### config.mk
export PLATFORM = sky130hd
export DESIGN_NAME = flash_cmd_if
export DESIGN_NICKNAME = d
export VERILOG_FILES = /design/src/rtl/flash_cmd_if.sv
export SDC_FILE = /design/constraint.sdc
export NUM_CORES = 1
export LEC_CHECK = 0
export CORE_MARGIN = 1
export CORE_UTILIZATION = 55
export DETAILED_ROUTE_END_ITERATION = 8
export HOLD_SLACK_MARGIN = 0.05
export PLACE_DENSITY = 0.72
export SETUP_SLACK_MARGIN = 0.05
export SYNTH_ARGS = -nofsm -noshare
export SYNTH_HDL_FRONTEND = slang
export SYNTH_SLANG_ARGS = --single-unit
### constraint.sdc
create_clock -name clk -period 5.1 [get_ports clk]
set_clock_uncertainty 0.05 [all_clocks]
set_input_delay 1.02 -clock clk [delete_from_list [all_inputs] [get_ports clk]]
set_output_delay 1.02 -clock clk [all_outputs]
set_load 0.02 [all_outputs]
### src/rtl/flash_cmd_if.sv
module flash_cmd_if #(
  parameter int AW   = 19,
  parameter int PAGE = 128
) (
  input  logic                         clk,
  input  logic                         rst_n,
  input  logic                         ce_n,
  input  logic                         oe_n,
  input  logic                         we_n,
  input  logic                         fwe,
  input  logic [AW-1:0]                addr,
  input  logic [7:0]                   dq_in,
  output logic [7:0]                   dq_out,
  output logic                         dq_oe,
  output logic [AW-1:0]                array_addr,
  input  logic [7:0]                   array_rdata,
  output logic [AW-$clog2(PAGE)-1:0]   pg_base,
  input  logic [$clog2(PAGE)-1:0]      pb_idx,
  output logic [7:0]                   pb_data,
  output logic                         prog_req,
  output logic                         erase_req,
  input  logic                         backend_ack
);
  localparam int IW = $clog2(PAGE);
  localparam int SW = AW + 12;
  localparam logic [7:0] OP_READ = 8'h00;
  localparam logic [7:0] OP_PROG = 8'h40;
  localparam logic [7:0] OP_ERS  = 8'h20;
  localparam logic [7:0] OP_STAT = 8'h71;
  localparam logic [SW-1:0] SYNC_RST = {4'b0111, {(AW+8){1'b0}}};

  typedef enum logic [2:0] {M_READ, M_STAT, M_ERS, M_STC, M_PROG} mode_t;

  logic [SW-1:0] m1, m2;
  logic          s_fwe, s_we, s_oe, s_ce, we_d, err, busy, wr_evt;
  logic [AW-1:0] s_addr;
  logic [7:0]    s_din;
  logic [IW-1:0] cnt;
  mode_t         mode;
  logic [7:0]    pbuf [PAGE];

  always_ff @(posedge clk or negedge rst_n)
    if (!rst_n) begin
      m1 <= SYNC_RST;
      m2 <= SYNC_RST;
    end else begin
      m1 <= {fwe, we_n, oe_n, ce_n, addr, dq_in};
      m2 <= m1;
    end

  assign {s_fwe, s_we, s_oe, s_ce, s_addr, s_din} = m2;

  assign busy       = prog_req | erase_req;
  assign wr_evt     = s_we & ~we_d & ~s_ce & s_oe & ~busy;
  assign dq_oe      = ~s_ce & ~s_oe & s_we;
  assign dq_out     = (mode == M_STAT) ? {busy, 2'b00, err, 4'b0000} : array_rdata;
  assign array_addr = s_addr;
  assign pb_data    = pbuf[pb_idx];

  always_ff @(posedge clk or negedge rst_n)
    if (!rst_n) begin
      we_d      <= 1'b1;
      mode      <= M_READ;
      err       <= 1'b0;
      cnt       <= '0;
      pg_base   <= '0;
      prog_req  <= 1'b0;
      erase_req <= 1'b0;
    end else begin
      we_d <= s_we;
      if (busy && backend_ack) begin
        prog_req  <= 1'b0;
        erase_req <= 1'b0;
      end
      if (wr_evt) begin
        case (mode)
          M_READ, M_STAT: begin
            case (s_din)
              OP_READ: begin mode <= M_READ; err <= 1'b0; end
              OP_STAT: mode <= M_STC;
              OP_ERS:  if (s_fwe) mode <= M_ERS;
              OP_PROG: if (s_fwe) begin mode <= M_PROG; cnt <= '0; end
              default: begin mode <= M_READ; err <= 1'b1; end
            endcase
          end
          M_STC: begin
            if (s_din == OP_STAT) mode <= M_STAT;
            else begin mode <= M_READ; err <= 1'b1; end
          end
          M_ERS: if (s_fwe) begin
            if (s_din == OP_ERS) begin
              erase_req <= 1'b1;
              mode      <= M_STAT;
            end else begin
              mode <= M_READ;
              err  <= 1'b1;
            end
          end
          M_PROG: if (s_fwe) begin
            if (cnt == '0) pg_base <= s_addr[AW-1:IW];
            cnt <= cnt + 1'b1;
            if (cnt == IW'(PAGE-1)) begin
              prog_req <= 1'b1;
              mode     <= M_STAT;
            end
          end
          default: mode <= M_READ;
        endcase
      end
    end

  always_ff @(posedge clk)
    if (wr_evt && mode == M_PROG && s_fwe) pbuf[s_addr[IW-1:0]] <= s_din;

endmodule

==> results of run 1 <==
[sequential cells by signal (all words and copies together) (netlist names)]
register / cells
erase_req: 1
err: 1
pg_base: 12
mode: 3
pbuf: 1024
m1: 31
prog_req: 1
we_d: 1
cnt: 7
m2: 31
[where the power goes]
group	internal, uW	switching, uW
clock	4700	3350
sequential	10000	120
combinational	551	615
total	15300	4090
[layout make-up]
cell class / count / share of cell area
clock buffer: 122 / 0.0558
clock inverter: 74 / 0.0175
inverter: 5 / 0.000385
multi-input combinational: 615 / 0.185
sequential: 1112 / 0.676
tap: 1030 / 0.0264
timing repair buffer: 169 / 0.0390
[metrics by stage]
| step | power (uW) | hold slack [ps] |
|---|---|---|
| after global routing | 19900 | 211 |
| after detailed placement | 11500 | 286 |
| final | 19400 | 206 |
| after floorplan | 11000 | 281 |
| after CTS | 19500 | 190 |
| after global placement | 11500 | 282 |
[cells in the mapped netlist]
cell and count:
inv_1 5, dfrtp_1 81, nand4_1 4, nor3b_1 1
o211a_1 1, a21oi_1 5, and3_1 4, nand2_1 22
o22ai_1 1, nor4_1 2, edfxtp_1 1024, o21ai_1 1
clkbuf_1 47, a2bb2oi_1 1, xnor2_1 1, or3_1 6
nor2b_1 14, nor3_1 7, or4_1 1, nand3b_1 2
a31oi_1 4, or3b_2 1, buf_6 1, o21ai_0 12
mux4_2 336, and4b_1 1, or2_2 1, buf_2 25
a22o_1 1, dfstp_2 7, nor2_1 142, nor4b_1 3
buf_4 20, mux2_2 23, nand3_1 15, ha_1 2
buf_1 18, and2_1 1
[kinds of logic after synthesis]
family	Yosys count	synth area share
XOR/XNOR	1	0.000206
buffers and inverters	116	0.0129
multiplexers	359	0.184
AO/OA/AOI/OAI	26	0.00350
flip-flops	1112	0.775
AND/OR/NAND/NOR	227	0.0235
adder cells (fa/ha/maj)	2	0.000588
[worst max path at each step]
stage	slack [ps]	cells past startpoint	end
floorplan	560	6	pb_data[0]
global placement	-140	7	pb_data[5]
detailed placement	-150	7	pb_data[5]
CTS	120	8	pb_data[1]
global route	60	8	pb_data[2]
finish	120	8	pb_data[1]
[routing by layer]
| layer | routed length, microns | track usage | vias to the layer above | part of all wire |
|---|---|---|---|---|
| li1 | - | - | 8052 | - |
| met1 | 37800 | 0.373 | 10707 | 0.40 |
| met2 | 46300 | 0.391 | 1166 | 0.49 |
| met3 | 9000 | 0.0466 | 146 | 0.094 |
| met4 | 2230 | 0.0674 | 0 | 0.023 |
| met5 | 0 | 0 | - | 0 |
[critical path, cell delays in order]
cell and delay, ps:
buf_12 190, buf_4 240, buf_12 180, mux4_2 560, mux4_2 540, mux4_2 480, mux2_2 320, dlygate4sd2_1 350
==> impl_metrics.json, run 1 <==
{
  "status": "completed",
  "synth_top_area_cell": "edfxtp_1",
  "wl_microns": 95300,
  "hold_path.class": "input pin to async pin",
  "clock_latency_ps": 670,
  "antenna_found_initial": 2,
  "final_cells": 3127,
  "grt_pass1_vias": 20293,
  "grt_max_degree": 89,
  "dieArea_sq_mm": 0.0784,
  "crit_start": "pb_idx[0]",
  "clk_pin_slew_ps": 60,
  "power_density_mw_per_mm2": 397,
  "initialDrtViolationCount": 2414,
  "cp-start-kind": "input pin",
  "diodes": 0,
  "drv_slew": 0,
  "clock-sinks": 1112,
  "routedWlPerCell_microns": 30.5,
  "setup_ws_ps": 118,
  "timing.final.crit_share": 0.977,
  "synth_fp_nets": 1894,
  "yosysSeqAreaShare": 0.775,
  "fillers": 4779,
  "rsz0062_at_grt": "no",
  "final_common_cell": "edfxtp_1",
  "synth_cells": 1843,
  "clock-root-buffer": "clkbuf_16",
  "irDropWorstVdd_uv": 340,
  "gp_congestion": 0.828,
  "final_util": 0.640,
  "worstMarginPinSlew_ps": 1080,
  "ctsHoldBuffers": 0,
  "drv_cap": 0,
  "boundaryPins": 99,
  "cts.repair.resized": 13,
  "port_buffers": 98,
  "yosys_warnings": 0,
  "cp_data_required_time_ps": 4030,
  "syn_area_sq_mm": 0.0425,
  "stdcell_area_sq_mm": 0.0488,
  "drc": 0,
  "dp_hpwl_microns": 57600,
  "r2r_slack_ps": 1480,
  "grt_pass1_wl_microns": 141000,
  "r2r-end": "pbuf[62][1]",
  "ys_types": 38,
  "placed_area_sq_mm": 0.0451,
  "core-area_sq_mm": 0.0762,
  "setup_tns_ps": 0,
  "dr.pass1.iters": 5,
  "drive_above_1_share": 0.295,
  "p_leak_uw": 0.0154,
  "clk_path_buf_depth": 3,
  "r2r_cells": 6,
  "layout_common_cells": "edfxtp_1 (1024), mux4_2 (336), nor2_1 (142)",
  "dp_slack_ps": -152,
  "dp.cells": 2929,
  "route.antenna.remaining_nets": 0,
  "die_w_microns": 280,
  "setup_viol": 0,
  "rr_startpoint": "m2[28]",
  "synth_top_area_share": 0.723,
  "syn_avg_cell_area_sq_um": 23.1,
  "rows": 101,
  "path_class": "input pin to output port",
  "seqCellArea_sq_mm": 0.0330,
  "crit_path_max_fanout": 12,
  "grt_overflow": 0,
  "vias": 20071,
  "relSlewSlack": 0.277,
  "numCtsBuffers": 105,
  "cts_tree": "built",
  "hold_violations": 0,
  "endpoint_kind": "output port",
  "die_y_microns": 280,
  "max_freq_mhz": 201,
  "multiInputGateArea_sq_mm": 0.00901,
  "syn2layout_area_growth_pct": 14.7,
  "viasPerCell": 6.42,
  "start_util": 0.558,
  "grtUsageTotal": 0.252,
  "finalNetCount": 2059,
  "cp.arrival_ps": 3910,
  "post_cts_buffers": 0,
  "h-tree-depth": 3,
  "min_period_ps": 4980,
  "ys_seq_elements": 1112,
  "synth_area_leaders": "edfxtp_1 (72%), mux4_2 (18%), dfrtp_1 (4.8%)"
}
(Power assumes the default switching activity.)
==> inputs of run 2 (changes only) <==
--- a/config.mk
+++ b/config.mk
@@ -5,6 +5,7 @@
 export SDC_FILE = /design/constraint.sdc
 export NUM_CORES = 1
 export LEC_CHECK = 0
+export CORE_ASPECT_RATIO = 1.2
 export CORE_MARGIN = 1
 export CORE_UTILIZATION = 55
 export DETAILED_ROUTE_END_ITERATION = 8
==> run 2 against run 1 <==
Against the previous run:
- utilization fell by 0.30 points
- highest routed layer unchanged
- combinational power barely moved
- power down 1.9%
==> impl_metrics.json, run 2 (same netlist as run 1, synthesis figures left out) <==
{
  "power_density_mw_per_mm2": 390,
  "drive_above_1_share": 0.292,
  "irDropWorstVdd_uv": 323,
  "start_util": 0.557,
  "drc": 0,
  "cts_tree": "built",
  "setup_tns_ps": 0,
  "relSlewSlack": 0.237,
  "layout_common_cells": "edfxtp_1 (1024), mux4_2 (336), nor2_1 (142)",
  "die_w_microns": 256,
  "final_cells": 3123,
  "setup_viol": 0,
  "path_class": "input pin to output port",
  "grt_overflow": 0,
  "use_met3": 0.0349,
  "status": "completed",
  "max_freq_mhz": 201,
  "h-tree-depth": 3,
  "diodes": 0,
  "p_leak_uw": 0.0154,
  "clock_latency_ps": 680,
  "syn2layout_area_growth_pct": 14.5,
  "crit_path_end": "pb_data[6]",
  "r2r-end": "pbuf[1][5]",
  "endpoint_kind": "output port",
  "clock-root-buffer": "clkbuf_16",
  "rows": 111,
  "grt_pass1_wl_microns": 138000,
  "r2r_cells": 7,
  "antenna_found_initial": 0,
  "stdcell_area_sq_mm": 0.0487,
  "placed_area_sq_mm": 0.0452,
  "cp-start-kind": "input pin",
  "dp.cells": 2921,
  "crit_start": "pb_idx[0]",
  "route.antenna.remaining_nets": 0,
  "grt_use_met2": 0.426,
  "largest_reg_flops": 1024,
  "final_util": 0.637,
  "dp_hpwl_microns": 57900,
  "port_buffers": 98,
  "clk_path_buf_depth": 3,
  "busiest_layer": "met2",
  "fillers": 4973,
  "timing.final.crit_share": 0.976,
  "vias": 19667,
  "cp.arrival_ps": 3910,
  "clk_pin_slew_ps": 60,
  "gp_congestion": 0.839,
  "core-area_sq_mm": 0.0764,
  "rr_startpoint": "m2[28]",
  "die_y_microns": 307,
  "numCtsBuffers": 103,
  "clock-sinks": 1112,
  "met1_usage": 0.319,
  "cp_data_required_time_ps": 4030,
  "drv_slew": 0,
  "r2r_slack_ps": 970,
  "viasPerCell": 6.30,
  "routedWlPerCell_microns": 30.0,
  "hold_path.class": "input pin to async pin",
  "final_common_cell": "edfxtp_1",
  "ctsHoldBuffers": 0,
  "initialDrtViolationCount": 2026,
  "grt_pass1_vias": 20404,
  "setup_ws_ps": 120,
  "min_period_ps": 4980,
  "crit_path_max_fanout": 12,
  "grt_max_degree": 104,
  "dr.pass1.iters": 5,
  "rsz0062_at_grt": "no",
  "grtUsageTotal": 0.244,
  "dp_slack_ps": -82.2,
  "boundaryPins": 99,
  "finalNetCount": 2066,
  "dieArea_sq_mm": 0.0784,
  "wl_microns": 93700,
  "hold_violations": 0,
  "worstMarginPinSlew_ps": 1140,
  "drv_cap": 0
}
[run 2: cell count changes in the layout (fill, tap and decap cells not counted), sizes merged]
cell and delta:
bufbuf +1, clkbuf +4, clkinvlp -1, clkinv +3, buf +8, bufinv -6
[run 2: area by class of cell]
class / count / area, sq um / area share
Clock buffer: 126 / 2740 / 0.0562
Tap cell: 1017 / 1270 / 0.0261
Clock inverter: 70 / 659 / 0.0135
Timing Repair Buffer: 178 / 1990 / 0.0409
Multi-Input combinational cell: 615 / 9010 / 0.185
Inverter: 5 / 18.8 / 0.000386
Sequential cell: 1112 / 33000 / 0.678
[run 2: report_power, final]
group	total, uW	internal, uW	switching [uW]
Sequential	10100	10000	107
Clock	7690	4390	3300
Combinational	1170	554	619
Total	19000	15000	4030
[run 2: worst max-delay path: stages]
cell and delay, ps:
buf_8 180, bufbuf_16 360, mux4_2 520, mux4_2 580, mux4_2 550, mux2_2 320
dlygate4sd2_1 340
[run 2: how the worst min path moves through the flow]
| stage | startpoint | to | slack, ps | depth (start not counted) |
|---|---|---|---|---|
| finish | rst_n | m2[22] | 180 | 1 |
| global route | rst_n | m1[4] | 200 | 1 |
| CTS | rst_n | m1[25] | 170 | 1 |
| detailed placement | m1[12] | m2[12] | 280 | 0 |
| global placement | m1[17] | m2[17] | 280 | 0 |
| floorplan | m1[0] | m2[0] | 280 | 0 |
[run 2: timing repair]
action,CTS,global route
buffers inserted,0,4
resized for setup,12,0
setup endpoints to repair,8,1
gates cloned,2,0
endpoints found under the hold margin,0,0
pin swaps,0,0
[run 2: per-layer routing]
metal | share of wire | up-vias
met5 | 0 | -
met4 | 0.029 | 0
li1 | - | 8082
met1 | 0.37 | 10502
met2 | 0.53 | 954
met3 | 0.069 | 129
[run 2: metrics by stage]
| step | hold WS [ps] | power (uW) |
|---|---|---|
| 4_1_cts | 165 | 19100 |
| 2_1_floorplan | 281 | 11000 |
| 3_5_place_dp | 285 | 11500 |
| 5_1_grt | 201 | 19500 |
| 3_3_place_gp | 281 | 11500 |
| 6_report | 184 | 19000 |
==> inputs of run 3 (changes only) <==
--- a/config.mk
+++ b/config.mk
@@ -7,11 +7,12 @@
 export LEC_CHECK = 0
 export CORE_ASPECT_RATIO = 1.2
 export CORE_MARGIN = 1
-export CORE_UTILIZATION = 55
+export CORE_UTILIZATION = 45
 export DETAILED_ROUTE_END_ITERATION = 8
 export HOLD_SLACK_MARGIN = 0.05
-export PLACE_DENSITY = 0.72
+export MAX_ROUTING_LAYER = met4
 export SETUP_SLACK_MARGIN = 0.05
+export SKIP_CTS_REPAIR_TIMING = 1
 export SYNTH_ARGS = -nofsm -noshare
 export SYNTH_HDL_FRONTEND = slang
 export SYNTH_SLANG_ARGS = --single-unit
==> run 3 against run 2 <==
Against the previous run:
- via count is 1.4% lower
- critical endpoint is now pb_data[4]
- first-iteration DRC count decreased by 11%
- fmax is 2.7% higher
- clock-buffer cell count is 3 higher
- cell count up 7.7%
- hold slack gained 79 ps
- final area grew 0.92%
- non-clock buffer count is 9 higher
- flip-flop and latch count unchanged
- wire length up 2.4%
==> impl_metrics.json, run 3 (same netlist as run 1, synthesis figures left out) <==
{
  "rr_startpoint": "m2[28]",
  "hold_path.class": "input pin to async pin",
  "die_y_microns": 339,
  "diodes": 0,
  "r2r_cells": 5,
  "min_period_ps": 4850,
  "dp_slack_ps": -150,
  "irDropWorstVdd_uv": 320,
  "layout_common_cells": "edfxtp_1 (1024), mux4_2 (336), nor2_1 (142)",
  "initialDrtViolationCount": 1809,
  "dp.cells": 3169,
  "numCtsBuffers": 105,
  "syn2layout_area_growth_pct": 15.5,
  "crit_path_max_fanout": 12,
  "fillers": 7170,
  "cp_cell_sequence": "buf_8, buf_12, buf_12, mux4_2, mux4_2, mux4_2, mux2_2, dlymetal6s2s_1",
  "dieArea_sq_mm": 0.0957,
  "setup_tns_ps": 0,
  "wl_microns": 95900,
  "die_w_microns": 283,
  "p_leak_uw": 0.0155,
  "worstMarginPinSlew_ps": 1260,
  "endpoint_kind": "output port",
  "drc": 0,
  "port_buffers": 98,
  "largest_reg_flops": 1024,
  "start_util": 0.454,
  "path_class": "input pin to output port",
  "drv_cap": 0,
  "dp_hpwl_microns": 61600,
  "cp_top_family": "multiplexers",
  "drive_above_1_share": 0.297,
  "max_freq_mhz": 206,
  "slowest_delay_ps": 590,
  "cp-start-kind": "input pin",
  "boundaryPins": 99,
  "grt_pass1_wl_microns": 141000,
  "core-area_sq_mm": 0.0937,
  "gp_congestion": 0.814,
  "rsz0062_at_grt": "no",
  "route.antenna.remaining_nets": 0,
  "clock_latency_ps": 690,
  "clk_pin_slew_ps": 60,
  "cts_tree": "built",
  "clock-root-buffer": "clkbuf_16",
  "grt_overflow": 0,
  "clk_path_buf_depth": 3,
  "power_density_mw_per_mm2": 391,
  "final_cells": 3363,
  "finalNetCount": 2077,
  "grtUsageTotal": 0.213,
  "timing.final.crit_share": 0.951,
  "setup_viol": 0,
  "routedWlPerCell_microns": 28.5,
  "cp.arrival_ps": 3780,
  "clock-sinks": 1112,
  "crit_buf_inv": 4,
  "antenna_found_initial": 7,
  "final_common_cell": "edfxtp_1",
  "relSlewSlack": 0.161,
  "drv_slew": 0,
  "setup_ws_ps": 251,
  "h-tree-depth": 3,
  "cp_slowest_cell": "mux4_2",
  "hold_violations": 0,
  "grt_max_degree": 97,
  "r2r_slack_ps": 1000,
  "r2r-end": "pbuf[104][0]",
  "rows": 123,
  "status": "completed",
  "grt_pass1_vias": 20356,
  "cp_data_required_time_ps": 4030,
  "crit_top_cell": "mux4_2",
  "vias": 19386,
  "dr.pass1.iters": 7,
  "viasPerCell": 5.76
}
run 3: power by group:
group / total, uW / switching, uW / internal [uW]
sequential: 10100 / 110 / 10000
combinational: 1180 / 628 / 556
clock: 7900 / 3350 / 4550
total: 19200 / 4090 / 15100
run 3: final cells by class:
class / count / area, sq um / share of cell area
clock inverters: 65 / 624 / 0.0127
inverters: 5 / 18.8 / 0.000382
clock buffers: 129 / 2890 / 0.0589
repair buffers: 187 / 2030 / 0.0412
flip-flops and latches: 1112 / 33000 / 0.672
well taps: 1250 / 1560 / 0.0318
multi-input cells: 615 / 9010 / 0.183
run 3: worst max path at each step:
stage / from / end / cells past startpoint
floorplan: pb_idx[0] / pb_data[0] / 6
global placement: pb_idx[0] / pb_data[7] / 8
detailed placement: pb_idx[0] / pb_data[7] / 8
CTS: pb_idx[0] / pb_data[7] / 8
global route: pb_idx[0] / pb_data[4] / 8
finish: pb_idx[0] / pb_data[4] / 8
run 3: layer usage:
layer | GRT usage | wire (microns) | part of all wire | vias up
met5 | - | 0 | 0 | -
met4 | 0.0610 | 2240 | 0.023 | 0
met3 | 0.0304 | 5380 | 0.056 | 130
met2 | 0.349 | 49900 | 0.52 | 680
met1 | 0.278 | 38400 | 0.40 | 10493
li1 | - | - | - | 8083
run 3: stage by stage:
step            util  area, sq um  hold slack (ps)  total power [uW]
6_report       0.524        49100              264             19200
4_1_cts        0.524        49100              240             19400
3_5_place_dp   0.486        45600              285             11500
3_3_place_gp   0.486        45600              282             11500
5_1_grt        0.524        49100              291             19800
2_1_floorplan      -        42500              281             11000
run 3: worst register-to-register path: stages (launching register included):
cell and delay [ps]:
dfstp_2 520, nor4b_1 390, nand3_1 470, nor2_1 950, nand4_1 490, nor2_1 820
